$ cat src/rtl/bldc_pkg.sv
package bldc_pkg;

   localparam int PHASES = 3;

   typedef struct packed {
      logic [PHASES-1:0] hi;
      logic [PHASES-1:0] lo;
   } drive_t;

   // Forward table; a reverse request complements the code first.
   function automatic drive_t bldc_decode(input logic [2:0] code, input logic rev);
      logic [2:0] k;
      drive_t d;
      k = rev ? ~code : code;
      d = '0;
      case (k)
         3'b101: begin d.hi = 3'b010; d.lo = 3'b001; end
         3'b100: begin d.hi = 3'b100; d.lo = 3'b001; end
         3'b110: begin d.hi = 3'b100; d.lo = 3'b010; end
         3'b010: begin d.hi = 3'b001; d.lo = 3'b010; end
         3'b011: begin d.hi = 3'b001; d.lo = 3'b100; end
         3'b001: begin d.hi = 3'b010; d.lo = 3'b100; end
         default: d = '0;
      endcase
      return d;
   endfunction

endpackage

$ cat src/rtl/bldc_hall_sync.sv
module bldc_hall_sync #(
   parameter int W      = 3,
   parameter int STAGES = 2
) (
   input  logic         clk,
   input  logic         rst_n,
   input  logic [W-1:0] d,
   output logic [W-1:0] q
);
   logic [W-1:0] st [STAGES];

   generate
      if (STAGES < 2) begin : g_bad
         $error("bldc_hall_sync: STAGES must be at least 2");
      end
      for (genvar g = 0; g < STAGES; g++) begin : g_stage
         always_ff @(posedge clk or negedge rst_n) begin
            if (!rst_n) st[g] <= '0;
            else if (g == 0) st[g] <= d;
            else st[g] <= st[(g == 0) ? 0 : g-1];
         end
      end
   endgenerate

   assign q = st[STAGES-1];
endmodule

$ cat src/rtl/bldc_dir_guard.sv
module bldc_dir_guard #(
   parameter int DEAD = 8
) (
   input  logic clk,
   input  logic rst_n,
   input  logic dir_req,
   output logic dir_app,
   output logic blank
);
   localparam int CW = (DEAD < 2) ? 1 : $clog2(DEAD);
   localparam logic [CW-1:0] LAST = CW'(DEAD-1);

   logic [CW-1:0] cnt;

   generate
      if (DEAD < 1) begin : g_bad
         $error("bldc_dir_guard: DEAD must be at least 1");
      end
   endgenerate

   assign blank = dir_req != dir_app;

   always_ff @(posedge clk or negedge rst_n) begin
      if (!rst_n) begin
         dir_app <= 1'b0;
         cnt     <= '0;
      end else if (!blank) begin
         cnt <= '0;
      end else if (cnt == LAST) begin
         dir_app <= dir_req;
         cnt     <= '0;
      end else begin
         cnt <= cnt + 1'b1;
      end
   end
endmodule

$ cat src/rtl/bldc_ilim_chop.sv
module bldc_ilim_chop (
   input  logic clk,
   input  logic rst_n,
   input  logic trip,
   input  logic period_stb,
   output logic cut
);
   logic cut_q;

   // A trip wins over a strobe in the same cycle.
   always_ff @(posedge clk or negedge rst_n) begin
      if (!rst_n) cut_q <= 1'b0;
      else if (trip) cut_q <= 1'b1;
      else if (period_stb) cut_q <= 1'b0;
   end

   assign cut = trip | cut_q;
endmodule

$ cat src/rtl/bldc_commutator.sv
module bldc_commutator
   import bldc_pkg::*;
#(
   parameter int DEAD_CYCLES = 8,
   parameter int SYNC_STAGES = 2
) (
   input  logic              clk,
   input  logic              rst_n,
   input  logic [2:0]        hall_raw,
   input  logic              dir_rev,
   input  logic              stop,
   input  logic              pwm_n,
   input  logic              pwm_en,
   input  logic              period_stb,
   input  logic              ilim_trip,
   input  logic              uv_flag,
   input  logic              ot_flag,
   output logic [PHASES-1:0] hi_en,
   output logic [PHASES-1:0] lo_en
);
   logic [2:0] hall_s;
   logic       dir_app;
   logic       blank;
   logic       cut;
   drive_t     drv;
   logic       kill_all;
   logic       lo_ok;

   bldc_hall_sync #(.W(3), .STAGES(SYNC_STAGES)) u_sync (
      .clk(clk), .rst_n(rst_n), .d(hall_raw), .q(hall_s)
   );

   bldc_dir_guard #(.DEAD(DEAD_CYCLES)) u_dir (
      .clk(clk), .rst_n(rst_n), .dir_req(dir_rev), .dir_app(dir_app), .blank(blank)
   );

   bldc_ilim_chop u_chop (
      .clk(clk), .rst_n(rst_n), .trip(ilim_trip), .period_stb(period_stb), .cut(cut)
   );

   always_comb begin
      drv      = bldc_decode(hall_s, dir_app);
      kill_all = stop | ot_flag | blank;
      lo_ok    = ~uv_flag & ~pwm_n & pwm_en & ~cut;
   end

   always_ff @(posedge clk or negedge rst_n) begin
      if (!rst_n) begin
         hi_en <= '0;
         lo_en <= '0;
      end else begin
         hi_en <= kill_all ? '0 : drv.hi;
         lo_en <= (kill_all | ~lo_ok) ? '0 : drv.lo;
      end
   end
endmodule

$ cat config.mk
export PLATFORM = sky130hd
export DESIGN_NAME = bldc_commutator
export DESIGN_NICKNAME = d
export VERILOG_FILES = /design/src/rtl/bldc_pkg.sv /design/src/rtl/bldc_hall_sync.sv /design/src/rtl/bldc_dir_guard.sv /design/src/rtl/bldc_ilim_chop.sv /design/src/rtl/bldc_commutator.sv
export SDC_FILE = /design/constraint.sdc
export NUM_CORES = 1
export LEC_CHECK = 0
export CAP_MARGIN = 20
export CORE_ASPECT_RATIO = 0.8
export CORE_MARGIN = 1.5
export CORE_UTILIZATION = 40
export DETAILED_ROUTE_END_ITERATION = 6
export HOLD_SLACK_MARGIN = 0.08
export PLACE_DENSITY = 0.69
export SETUP_SLACK_MARGIN = 0.5
export SLEW_MARGIN = 20
export SYNTH_ARGS = -nofsm -noshare
export SYNTH_HDL_FRONTEND = slang
export SYNTH_SLANG_ARGS = --single-unit
export TNS_END_PERCENT = 1
$ cat constraint.sdc
create_clock -name clk -period 2.5 [get_ports clk]
set_input_delay 0.5 -clock clk [delete_from_list [all_inputs] [get_ports clk]]
set_output_delay 0.5 -clock clk [all_outputs]
set_load 0.01 [all_outputs]
==> Word-level counts from Yosys, hierarchy flattened <==
Cells that the tools add are included.
W data, S select, Z words.
{ "totals": {"inputBits": 13, "out_inout_bits": 6, "word_cells": 38, "ff_bits": 17} }
{ "op_classes": {"n_bitwise": 12, "n_eq_ne": 8, "mux": 8, "reduce_logical": 2, "addsub": 1} }
{ "op_table": {"columns": ["operator", "count"], "rows": [
  ["$pmux W6 S6", 1],
  ["$mux W3", 5],
  ["$eq A3 B3 Y1 const B", 4],
  ["$eq A3 B2 Y1 const B", 2],
  ["$not A1 Y1", 4],
  ["$or A1 B1 Y1", 4],
  ["$add A3 B1 Y3 const B", 1],
  ["$and A1 B1 Y1", 3],
  ["$eq A3 B1 Y1 const B", 1],
  ["$not A3 Y3", 1],
  ["$mux W1", 2],
  ["$reduce_and A2 Y1", 1],
  ["$reduce_bool A2 Y1", 1],
  ["$ne A1 B1 Y1", 1]
]} }

==> Depth between registers and ports, before layout <==
Gate-level depths: netlist of the first run.
{ "logic_depth": {"word_depth": 7, "mapped_depth": 4, "mapped_depth_nobuf": 3} }

==> Hierarchy <==
From an unflattened synthesis of the first run, not the netlist that was laid out.
{ "hier_totals": {"cells_unflattened": 52, "hier_area_um2": 723.2} }
{ "by_module_without_submodules": {"columns": ["module", "seq_area_each_um2", "cells_each", "area_per_inst_um2", "n_inst"], "rows": [
  ["bldc_commutator", 150.1, 28, 336.6, 1],
  ["bldc_hall_sync", 150.1, 9, 172.7, 1],
  ["bldc_dir_guard", 100.1, 11, 170.2, 1],
  ["bldc_ilim_chop", 25.0, 4, 43.8, 1]
]} }

==> Worst setup path after synthesis of the first run <==
OpenSTA, ideal clock, no wires.
{ "synth_path": {"path_type": "input -> register", "start": "input uv_flag", "end": "register lo_en[1]", "setup_ns": 0.079, "slack_ns": 1.347, "required_ns": 2.421, "path_stages": 3, "n_path_buf": 0, "arrival_ns": 1.074, "cell_sequence": "nor4b_1 nand4b_1 a21oi_1"} }
{ "synth_via": {"elab_chain_cells": 7} }
{ "synth_rtl": {"columns": ["item", "line_no", "text"], "rows": [
  ["start, declared", "bldc_commutator.sv:16", "input logic uv_flag,"],
  ["$not A1 Y1", "bldc_commutator.sv:44", "lo_ok = ~uv_flag & ~pwm_n & pwm_en & ~cut;"],
  ["$and A1 B1 Y1 (3 in a row)", "bldc_commutator.sv:44", null],
  ["$not A1 Y1", "bldc_commutator.sv:53", "lo_en <= (kill_all | ~lo_ok) ? '0 : drv.lo;"],
  ["$or A1 B1 Y1", "bldc_commutator.sv:53", null],
  ["$mux W3", "bldc_commutator.sv:53", null],
  ["end signal, assigned", "bldc_commutator.sv:53", null],
  ["end, declared", "bldc_commutator.sv:19", "output logic [PHASES-1:0] lo_en"]
]} }
Every way passes these cells.
A chain may end at the register's enable or synchronous reset.

==> Final worst setup path of the first run <==
{ "layout_path": {"start": "register lo_en[2]", "end": "output lo_en[2]"} }
No word-level cell between the ends.

==> metrics.yaml, run 1 <==
status: "complete, no violations"
holdBufCountCts: 0
synthAdderAreaFrac_pct: 3.75
clk_pin_slew_ns: 0.08
start_kind: "flop"
routed-via-count: 440
synth_compound_area_share_pct: 7.50
critPathArrivalTime_ns: 1.16
hp-class: "flop to flop"
grt_pass1_vias: 430
rows: 12
grt_max_degree: 18
first_pass_iters: 4
cp.required_ns: 2.00
drc: 0
cts.sinks: 17
reg2regPathDepth: 3
ant_nets: 0
crit_start: "lo_en[2]"
path_cells: "clkdlybuf4s50_1"
grt_antenna_before_repair: 0
fp.dieArea_mm2: 0.00192
critPathTopFamily: "buffers and inverters"
synthMuxAreaShare_pct: 1.69
setup_slack_ns: 0.844
cp-end-kind: "output pin"
cts_buffer_depth: 2
post-route-period-util_pct: 66.2
setup_tns_ns: 0
fp.dieW_um: 48.7
cts-htree-levels: 1
synth_top_family_by_area: "simple AND/OR/NAND/NOR gates"
synth_xor_area_share_pct: 2.63
p_leak_nw: 0.387
core_area_mm2: 0.00147
power.density_mw_per_mm2: 682
synth_top_area_share_pct: 63.8
post_cts_resized: 0
r2r-end: "lo_en[1]"
r2r_start: "u_dir.dir_app"
synthCells: 52
vdd_drop_max_mv: 0.349
drt_iter0_markers: 9
die_h_um: 39.5
reg2reg_setup_slack_ns: 1.22
critPathKind: "flop to output pin"
cts.root.buffer_cell: "clkbuf_4"
ios: 19
synth_top_area_cell: "dfrtp_1"
syn-num-nets: 67
yosys_warnings: 0
synth_simple_gate_area_share_pct: 18.4
cts_made_buffers: 3
worstSkewPairLatency_ns: 0.28
wl_per_cell_um: 11.2
finalCriticalPeriod_ns: 1.66
synth-seq-area-share_pct: 63.8
max_stage_delay_ns: 0.53
hold_path_depth: 0
crit_fanout: 1
overflow: 0
wl_mm: 1.06
drive_gt1_share_pct: 8.22
place_ws_ns: 0.752
place.gp.congestion: 0.761
slew_headroom_pct: 52.3
maxSlewViolCount: 0
tightest_slew_ns: 0.713
fin_nets: 89
hpwl_um: 839
start_util_pct: 45.3
viasPerCell: 4.68
cp_num_buf_inv: 1
max-cap-violations: 0
ys_top_cells_by_area: "dfrtp_1, nand3b_1, ha_1"
grt.total_usage_pct: 14.6
rsz0062_at_grt: "no"
syn_avg_cell_area_um2: 12.8
worstHoldStart: "u_sync.st[5]"
min_to: "u_sync.q[2]"
ys_ff_latch: 17
setup_viol: 0
fmax_mhz: 604
cts_tree: "built"
whs_ns: 0.353
cp_slowest_cell: "clkdlybuf4s50_1"
synth.distinct_cells: 20
synthToLayoutAreaGrowth_pct: 33.2
synthesis.area_um2: 667
diodes: 0
grt_pass1_wl_mm: 1.93
fin_worst_skew_ns: 0.00179
place.port_buffers: 18
post_cts_buffers: 0
hold_violations: 0
==> metal layers <==
metal	GRT usage (%)	part of all wire, %
met4	6.43	1.0
met2	25.0	51
met5	0	0
met1	16.1	42
met3	6.49	6.2
==> area by class of cell <==
class | instances | area, µm²
Multi-Input combinational cell | 33 | 226
Clock buffer | 4 | 26.3
Tap cell | 21 | 26.3
Fill cell | 144 | 583
Inverter | 1 | 3.75
Timing Repair Buffer | 18 | 180
Sequential cell | 17 | 425
==> stage by stage <==
step | cells | utilization [%] | cell area, µm² | power, W
final | 94 | 60.4 | 888 | 0.000606
after floorplan | 52 | - | 667 | 0.000440
after CTS | 94 | 60.4 | 888 | 0.000616
after detailed placement | 90 | 58.6 | 862 | 0.000476
after global routing | 94 | 60.4 | 888 | 0.000655
after global placement | 90 | 58.6 | 862 | 0.000474
==> synth_stat cells <==
cell / instances
buf_6: 1
nor2_1: 6
a22oi_1: 2
a21o_1: 1
nand2_1: 3
dfrtp_1: 17
nand3b_1: 4
xnor2_1: 1
or3b_1: 2
nor4b_1: 1
nand4b_1: 1
ha_1: 2
xor2_1: 1
nor3_1: 1
inv_1: 1
and2_1: 2
a21oi_2: 2
nor2b_1: 1
mux2_2: 1
a21oi_1: 2
==> worst max path at each step <==
stage	end	slack, ns	depth (start not counted)
final	lo_en[2]	0.84	1
after global routing	lo_en[2]	0.79	1
after CTS	lo_en[2]	0.82	1
after detailed placement	lo_en[1]	0.75	4
after global placement	lo_en[1]	0.78	4
after floorplan	lo_en[1]	1.35	3
==> state kept, by name (all words and copies together) (netlist names) <==
register / flops
hi_en: 3
u_sync.st: 3
u_chop.cut_q: 1
u_dir.dir_app: 1
u_sync.q: 3
u_dir.cnt: 3
lo_en: 3
==> placed cells by master, fill, tap and decap left out <==
| cell type | instances |
|---|---|
| clkdlybuf4s50_1 | 18 |
| dfrtp_1 | 17 |
| nor2_1 | 6 |
| nand3b_1 | 4 |
| nand2_1 | 3 |
| clkbuf_4 | 3 |
| a21oi_1 | 2 |
| or3b_1 | 2 |
| a21oi_2 | 2 |
| a22oi_1 | 2 |
| and2_1 | 2 |
| ha_1 | 2 |
| xnor2_1 | 1 |
| nor3_1 | 1 |
| nor4b_1 | 1 |
| nand4b_1 | 1 |
| nor2b_1 | 1 |
| xor2_1 | 1 |
| inv_1 | 1 |
| a21o_1 | 1 |
| mux2_2 | 1 |
| clkbuf_1 | 1 |
==> kinds of logic after synthesis <==
group | Yosys count
flops | 17
fa+ha+maj | 2
compound gates | 7
simple gates | 21
mux | 1
xor+xnor | 2
buf+inv | 2
==> power by group <==
part / leakage (nW) / total (W) / internal [W] / switching, W
sequential: 0.217 / 0.000349 / 0.000309 / 0.0000395
combinational: 0.155 / 0.000122 / 0.0000697 / 0.0000524
clock: 0.0150 / 0.000135 / 0.0000619 / 0.0000735
Power figures use the tool's default switching activity.
==> inputs of run 2 (changes only) <==
--- a/config.mk
+++ b/config.mk
@@ -11,7 +11,7 @@
 export CORE_UTILIZATION = 40
 export DETAILED_ROUTE_END_ITERATION = 6
 export HOLD_SLACK_MARGIN = 0.08
-export PLACE_DENSITY = 0.69
+export PLACE_DENSITY = 0.72
 export SETUP_SLACK_MARGIN = 0.5
 export SLEW_MARGIN = 20
 export SYNTH_ARGS = -nofsm -noshare
==> constraint.sdc (replaced) <==
create_clock -name clk -period 1.4 [get_ports clk]
set_input_delay 0.28 -clock clk [delete_from_list [all_inputs] [get_ports clk]]
set_output_delay 0.28 -clock clk [all_outputs]
set_load 0.01 [all_outputs]
==> run 2 against run 1 <==
Count of clock-buffer cells in the layout shrank 1. Sequential cell count is the same. Clock skew grew 0.0096 ns. Routed wire length grew 2.7%. Power grew 96%. Die area is the same. First-iteration DRC count shrank 33%. Utilization grew 3.0 points. Largest cell class unchanged.
==> metrics.yaml, run 2 (same netlist as run 1, synthesis figures left out) <==
drive_gt1_share_pct: 30.8  # was 8.22%
rows: 12  # unchanged
fin_nets: 94  # was 89
slew_headroom_pct: 84.6  # was 52.3%
cp.depth: 4  # was 1
start_util_pct: 45.3  # unchanged
reg2regPathDepth: 3  # unchanged
p_int_w: 0.000849  # was 0.000441 W
seqPwrFrac_pct: 51.3  # was 57.5%
wl_per_cell_um: 10.9  # was 11.2 µm
grt_pass1_vias: 441  # was 430
start_kind: "input port"  # was flop
power.density_mw_per_mm2: 1270  # was 682 mW/mm²
grt_antenna_before_repair: 0  # unchanged
fin_area_um2: 932  # was 888 µm²
fmax_mhz: 881
cp.required_ns: 1.62  # was 2.00 ns
post-route-period-util_pct: 81.1
power_w: 0.00119  # was 0.000606 W
power_frac_comb_pct: 26.8  # was 20.2%
setup_viol: 0  # unchanged
critPathTopFamily: "simple AND/OR/NAND/NOR gates"  # was buffers and inverters
cts.sinks: 17  # unchanged
setup_tns_ns: 0  # unchanged
crit_fanout: 3  # was 1
cts_buffer_depth: 2  # unchanged
holdBufCountCts: 0  # unchanged
cp_num_buf_inv: 1  # unchanged
cts.root.buffer_cell: "clkbuf_4"  # unchanged
finalCriticalPeriod_ns: 1.13
grt_pass1_wl_mm: 1.93  # about the same
worstSkewPairLatency_ns: 0.30  # was 0.28 ns
viasPerCell: 4.75  # was 4.68
die_h_um: 39.5  # unchanged
cp_slowest_cell: "clkdlybuf4s50_1"  # unchanged
ant_nets: 0  # unchanged
cts_tree: "built"  # unchanged
p_leak_nw: 0.424  # was 0.387 nW
clkPwrFrac_pct: 22.0  # was 22.3%
hpwl_um: 838  # was 839 µm
grt.total_usage_pct: 14.9  # was 14.6%
first_pass_iters: 4  # unchanged
maxSlewViolCount: 0  # unchanged
grt_max_degree: 18  # unchanged
status: "complete, no violations"  # unchanged
critPathArrivalTime_ns: 1.35  # was 1.16 ns
vdd_drop_max_mv: 0.896  # was 0.349 mV
place.gp.congestion: 0.773  # was 0.761
clk_pin_slew_ns: 0.10  # was 0.08 ns
final_cell_mix: "dfrtp_1, clkdlybuf4s50_1, nor2_1, buf_2, buf_4"  # was clkdlybuf4s50_1, dfrtp_1, nor2_1
tightest_slew_ns: 0.230  # was 0.713 ns
rsz0062_at_grt: "yes"  # was no
p_switching_w: 0.000339  # was 0.000165 W
cp-end-kind: "flop"  # was output pin
fp.dieArea_mm2: 0.00192  # unchanged
cts-htree-levels: 1  # unchanged
mostFrequentLayoutCell: "dfrtp_1"  # was clkdlybuf4s50_1
overflow: 0  # unchanged
whs_ns: 0.298  # was 0.353 ns
max_stage_delay_ns: 0.42  # was 0.53 ns
core_area_mm2: 0.00147  # unchanged
p_sw_share_pct: 28.5  # was 27.3%
path_cells: "clkdlybuf4s50_1 > nor4b_2 > nand4b_1 > a21oi_2"  # was clkdlybuf4s50_1
ios: 19  # unchanged
critPathKind: "input port to flop"  # was flop to output pin
synthToLayoutAreaGrowth_pct: 39.8  # was 33.2%
routed-via-count: 470  # was 440
hp-class: "input port to asynchronous set/reset pin"  # was flop to flop
place_area_um2: 907  # was 862 µm²
cts_made_buffers: 3  # unchanged
wl_mm: 1.08  # was 1.06 mm
diodes: 0  # unchanged
drc: 0  # unchanged
fin_worst_skew_ns: 0.0114  # was 0.00179 ns
post-route-util_pct: 63.4  # was 60.4%
drt_iter0_markers: 6  # was 9
fp.dieW_um: 48.7  # unchanged
place.port_buffers: 18  # unchanged
max-cap-violations: 0  # unchanged
hold_violations: 0  # unchanged
[run 2: cell types whose count changed in the layout (fill, tap and decap cells not counted), sizes merged]
cell	previous run	this run
clkinvlp	0	1
clkdlybuf4s50	18	11
clkbuf	4	3
dlygate4sd2	0	1
buf	0	11
[run 2: layout make-up]
class,instances,area [µm²]
multi-input combinational,33,259
sequential,17,427
inverter,1,3.75
clock inverter,1,7.51
fill,131,539
clock buffer,3,22.5
tap,21,26.3
timing repair buffer,23,186
[run 2: repair_timing]
action | in CTS | in global routing
pin swaps | 2 | 3
gates resized for setup | 28 | 1
setup endpoints to repair | 16 | 16
buffers inserted | 0 | 1
[run 2: metrics by stage]
stage	setup WS, ns	std cells
global route	0.252	99
detailed placement	-0.109	94
CTS	0.258	98
finish	0.265	99
global placement	-0.0863	94
floorplan	0.339	52
[run 2: final timing paths]
check                             startpoint       endpoint  slack (ns)
worst max register to register  u_dir.cnt[0]  u_dir.dir_app        0.30
max in group asynchronous              rst_n  u_dir.dir_app        0.91
worst min-delay path                   rst_n  u_dir.dir_app        0.30
worst max-delay path                 uv_flag       lo_en[0]        0.27
worst min register to register  u_sync.st[5]    u_sync.q[2]        0.36
min in group clk                   ilim_trip   u_chop.cut_q        0.33
[run 2: per-layer routing]
metal / track usage, % / vias up / wire (µm)
met5: 0 / - / 0
met4: 8.57 / 0 / 19
met3: 7.63 / 4 / 83
met2: 23.6 / 15 / 534
met1: 16.5 / 219 / 446
li1: - / 232 / -
[run 2: power groups by stage]
stage / Sequential [W] / Combinational [W] / Clock, W
finish: 0.000609 / 0.000318 / 0.000261
global placement: 0.000616 / 0.000286 / 0
floorplan: 0.000603 / 0.000196 / 0
detailed placement: 0.000619 / 0.000290 / 0
global route: 0.000620 / 0.000363 / 0.000296
CTS: 0.000616 / 0.000296 / 0.000273
==> inputs of run 3 (changes only) <==
--- a/config.mk
+++ b/config.mk
@@ -11,7 +11,7 @@
 export CORE_UTILIZATION = 40
 export DETAILED_ROUTE_END_ITERATION = 6
 export HOLD_SLACK_MARGIN = 0.08
-export PLACE_DENSITY = 0.72
+export PLACE_DENSITY = 0.69
 export SETUP_SLACK_MARGIN = 0.5
 export SLEW_MARGIN = 20
 export SYNTH_ARGS = -nofsm -noshare
==> constraint.sdc (replaced) <==
create_clock -name clk -period 1.13 [get_ports clk]
set_input_delay 0.226 -clock clk [delete_from_list [all_inputs] [get_ports clk]]
set_output_delay 0.226 -clock clk [all_outputs]
set_load 0.01 [all_outputs]
==> run 3 against run 2 <==
The run now ends with setup timing left. Clock power is 17% higher. Power up 33%. Clock skew decreased by 0.0048 ns. Routed wire length is 19% higher. Critical path depth fell by 1. Global-route usage rose by 1.3 points. Die area did not move. Highest routed layer unchanged. Final area increased by 8.2%.
==> metrics.yaml, run 3 (same netlist as run 1, synthesis figures left out) <==
status: "complete, but fails checks"  # was complete, no violations
violations: "setup timing"
cp_num_buf_inv: 0  # was 1
multi_input_area_um2: 307  # was 259 µm²
power_frac_comb_pct: 30.8  # was 26.8%
r2r_start: "u_chop.cut_q"  # was u_dir.cnt[0]
critPathArrivalTime_ns: 1.36  # was 1.35 ns
setup_slack_ns: -0.0291  # was 0.265 ns
post-route-util_pct: 68.5  # was 63.4%
tightest_slew_ns: 0.243  # was 0.230 ns
overflow: 0  # unchanged
reg2reg_setup_slack_ns: -0.03  # was 0.30 ns
fillers: 116  # was 131
viasPerCell: 4.76  # was 4.75
drc: 0  # unchanged
maxSlewViolCount: 0  # unchanged
fp.dieW_um: 48.7  # unchanged
first_pass_iters: 5  # was 4
path_cells: "nor4b_2 > nand4b_1 > a21oi_2"  # was clkdlybuf4s50_1 > nor4b_2 > nand4b_1 > a21oi_2
p_switching_w: 0.000463  # was 0.000339 W
synthToLayoutAreaGrowth_pct: 51.2  # was 39.8%
cts.root.buffer_cell: "clkbuf_4"  # unchanged
seq_area_um2: 428  # was 427 µm²
wl_mm: 1.29  # was 1.08 mm
grt.total_usage_pct: 16.2  # was 14.9%
post-route-period-util_pct: 103
hp-class: "input port to asynchronous set/reset pin"  # unchanged
grt_max_degree: 18  # unchanged
critPathTopFamily: "simple AND/OR/NAND/NOR gates"  # unchanged
mostFrequentLayoutCell: "dfrtp_1"  # unchanged
finalCriticalPeriod_ns: 1.16
r2r-end: "lo_en[0]"  # was u_dir.dir_app
cp_slowest_cell: "dfrtp_1"  # was clkdlybuf4s50_1
cts.sinks: 17  # unchanged
grt_antenna_before_repair: 0  # unchanged
drive_gt1_share_pct: 39.2  # was 30.8%
cts_tree: "built"  # unchanged
hpwl_um: 930  # was 838 µm
fin_worst_skew_ns: 0.00664  # was 0.0114 ns
power_w: 0.00158  # was 0.00119 W
hold_violations: 0  # unchanged
wl_per_cell_um: 12.9  # was 10.9 µm
seqPwrFrac_pct: 49.9  # was 51.3%
critPathKind: "flop to flop"  # was input port to flop
p_int_w: 0.00112  # was 0.000849 W
place.gp.congestion: 0.763  # was 0.773
routed-via-count: 476  # was 470
post_cts_buffers: 0  # unchanged
crit_start: "u_chop.cut_q"  # was uv_flag
core_area_mm2: 0.00147  # unchanged
start_kind: "flop"  # was input port
final_cell_mix: "dfrtp_1, clkdlybuf4s50_1, nor2_1"  # was dfrtp_1, clkdlybuf4s50_1, nor2_1, buf_2, buf_4
power.density_mw_per_mm2: 1570  # was 1270 mW/mm²
fp.dieArea_mm2: 0.00192  # unchanged
crit_fanout: 3  # unchanged
start_util_pct: 45.3  # unchanged
setup_viol: 2  # was 0
clk_pin_slew_ns: 0.09  # was 0.10 ns
clkPwrFrac_pct: 19.2  # was 22.0%
p_leak_nw: 0.448  # was 0.424 nW
cp-end-kind: "flop"  # unchanged
drt_iter0_markers: 2  # was 6
ios: 19  # unchanged
rows: 12  # unchanged
vdd_drop_max_mv: 1.28  # was 0.896 mV
die_h_um: 39.5  # unchanged
whs_ns: 0.253  # was 0.298 ns
cts_made_buffers: 3  # unchanged
place.port_buffers: 18  # unchanged
max-cap-violations: 0  # unchanged
cts-htree-levels: 1  # unchanged
place_area_um2: 922  # was 907 µm²
reg2regPathDepth: 3  # unchanged
cts_buffer_depth: 2  # unchanged
fin_nets: 95  # was 94
grt_pass1_wl_mm: 2.10  # was 1.93 mm
max_stage_delay_ns: 0.41  # was 0.42 ns
diodes: 0  # unchanged
fin_area_mm2: 0.00101  # was 932 µm²
p_sw_share_pct: 29.2  # was 28.5%
holdBufCountCts: 0  # unchanged
cp.depth: 3  # was 4
worstSkewPairLatency_ns: 0.28  # was 0.30 ns
grt_pass1_vias: 449  # was 441
rsz0062_at_grt: "yes"  # unchanged
cp.required_ns: 1.34  # was 1.62 ns
fmax_mhz: 863
ant_nets: 0  # unchanged
slew_headroom_pct: 83.8  # was 84.6%
crit_end: "lo_en[0]"  # unchanged
-- run 3: changes by cell type in the layout (fill, tap and decap cells not counted), sizes merged --
cell / delta
buf: +1
clkbuf: +1
clkinvlp: -1
dlygate4sd2: -1
dlymetal6s2s: +1
-- run 3: per-stage QoR --
step	std cells	TNS, ns	setup slack (ns)
2_1_floorplan	52	0	0.0690
5_1_grt	100	-0.219	-0.0869
4_1_cts	100	-0.0389	-0.0287
3_3_place_gp	96	-1.59	-0.312
3_5_place_dp	96	-1.62	-0.334
6_report	100	-0.0440	-0.0291
-- run 3: final cells by class --
cell class              instances  share of cell area (%)
well taps                      21                    2.61
repair buffers                 24                    21.6
inverters                       1                   0.372
clock buffers                   4                    2.61
multi-input cells              33                    30.4
flip-flops and latches         17                    42.4
-- run 3: worst min path at each step --
stage / start / end / slack (ns) / cells past startpoint
after global placement: u_sync.st[5] / u_sync.q[2] / 0.33 / 0
after global routing: rst_n / u_dir.cnt[2] / 0.27 / 2
after CTS: rst_n / u_dir.cnt[2] / 0.25 / 2
after floorplan: rst_n / hi_en[0] / -0.07 / 0
after detailed placement: u_sync.st[3] / u_sync.q[0] / 0.34 / 0
final: rst_n / u_dir.cnt[2] / 0.25 / 2
-- run 3: repair_timing --
item | 4_1_cts | 5_1_grt
setup endpoints to repair | 17 | 17
gates resized for setup | 34 | 9
pin swaps | 10 | 10
-- run 3: power by group through the flow --
stage	clock [W]	sequential, W	combinational (W)
after detailed placement	0	0.000765	0.000370
after global placement	0	0.000761	0.000363
after CTS	0.000315	0.000767	0.000423
after global routing	0.000336	0.000802	0.000556
after floorplan	0	0.000747	0.000243
final	0.000305	0.000790	0.000488
-- run 3: layer usage --
layer	up-vias	wire, µm	GRT usage [%]
met3	2	78	8.02
li1	233	-	-
met5	-	0	0
met4	0	11	4.29
met1	226	550	17.7
met2	15	644	28.8
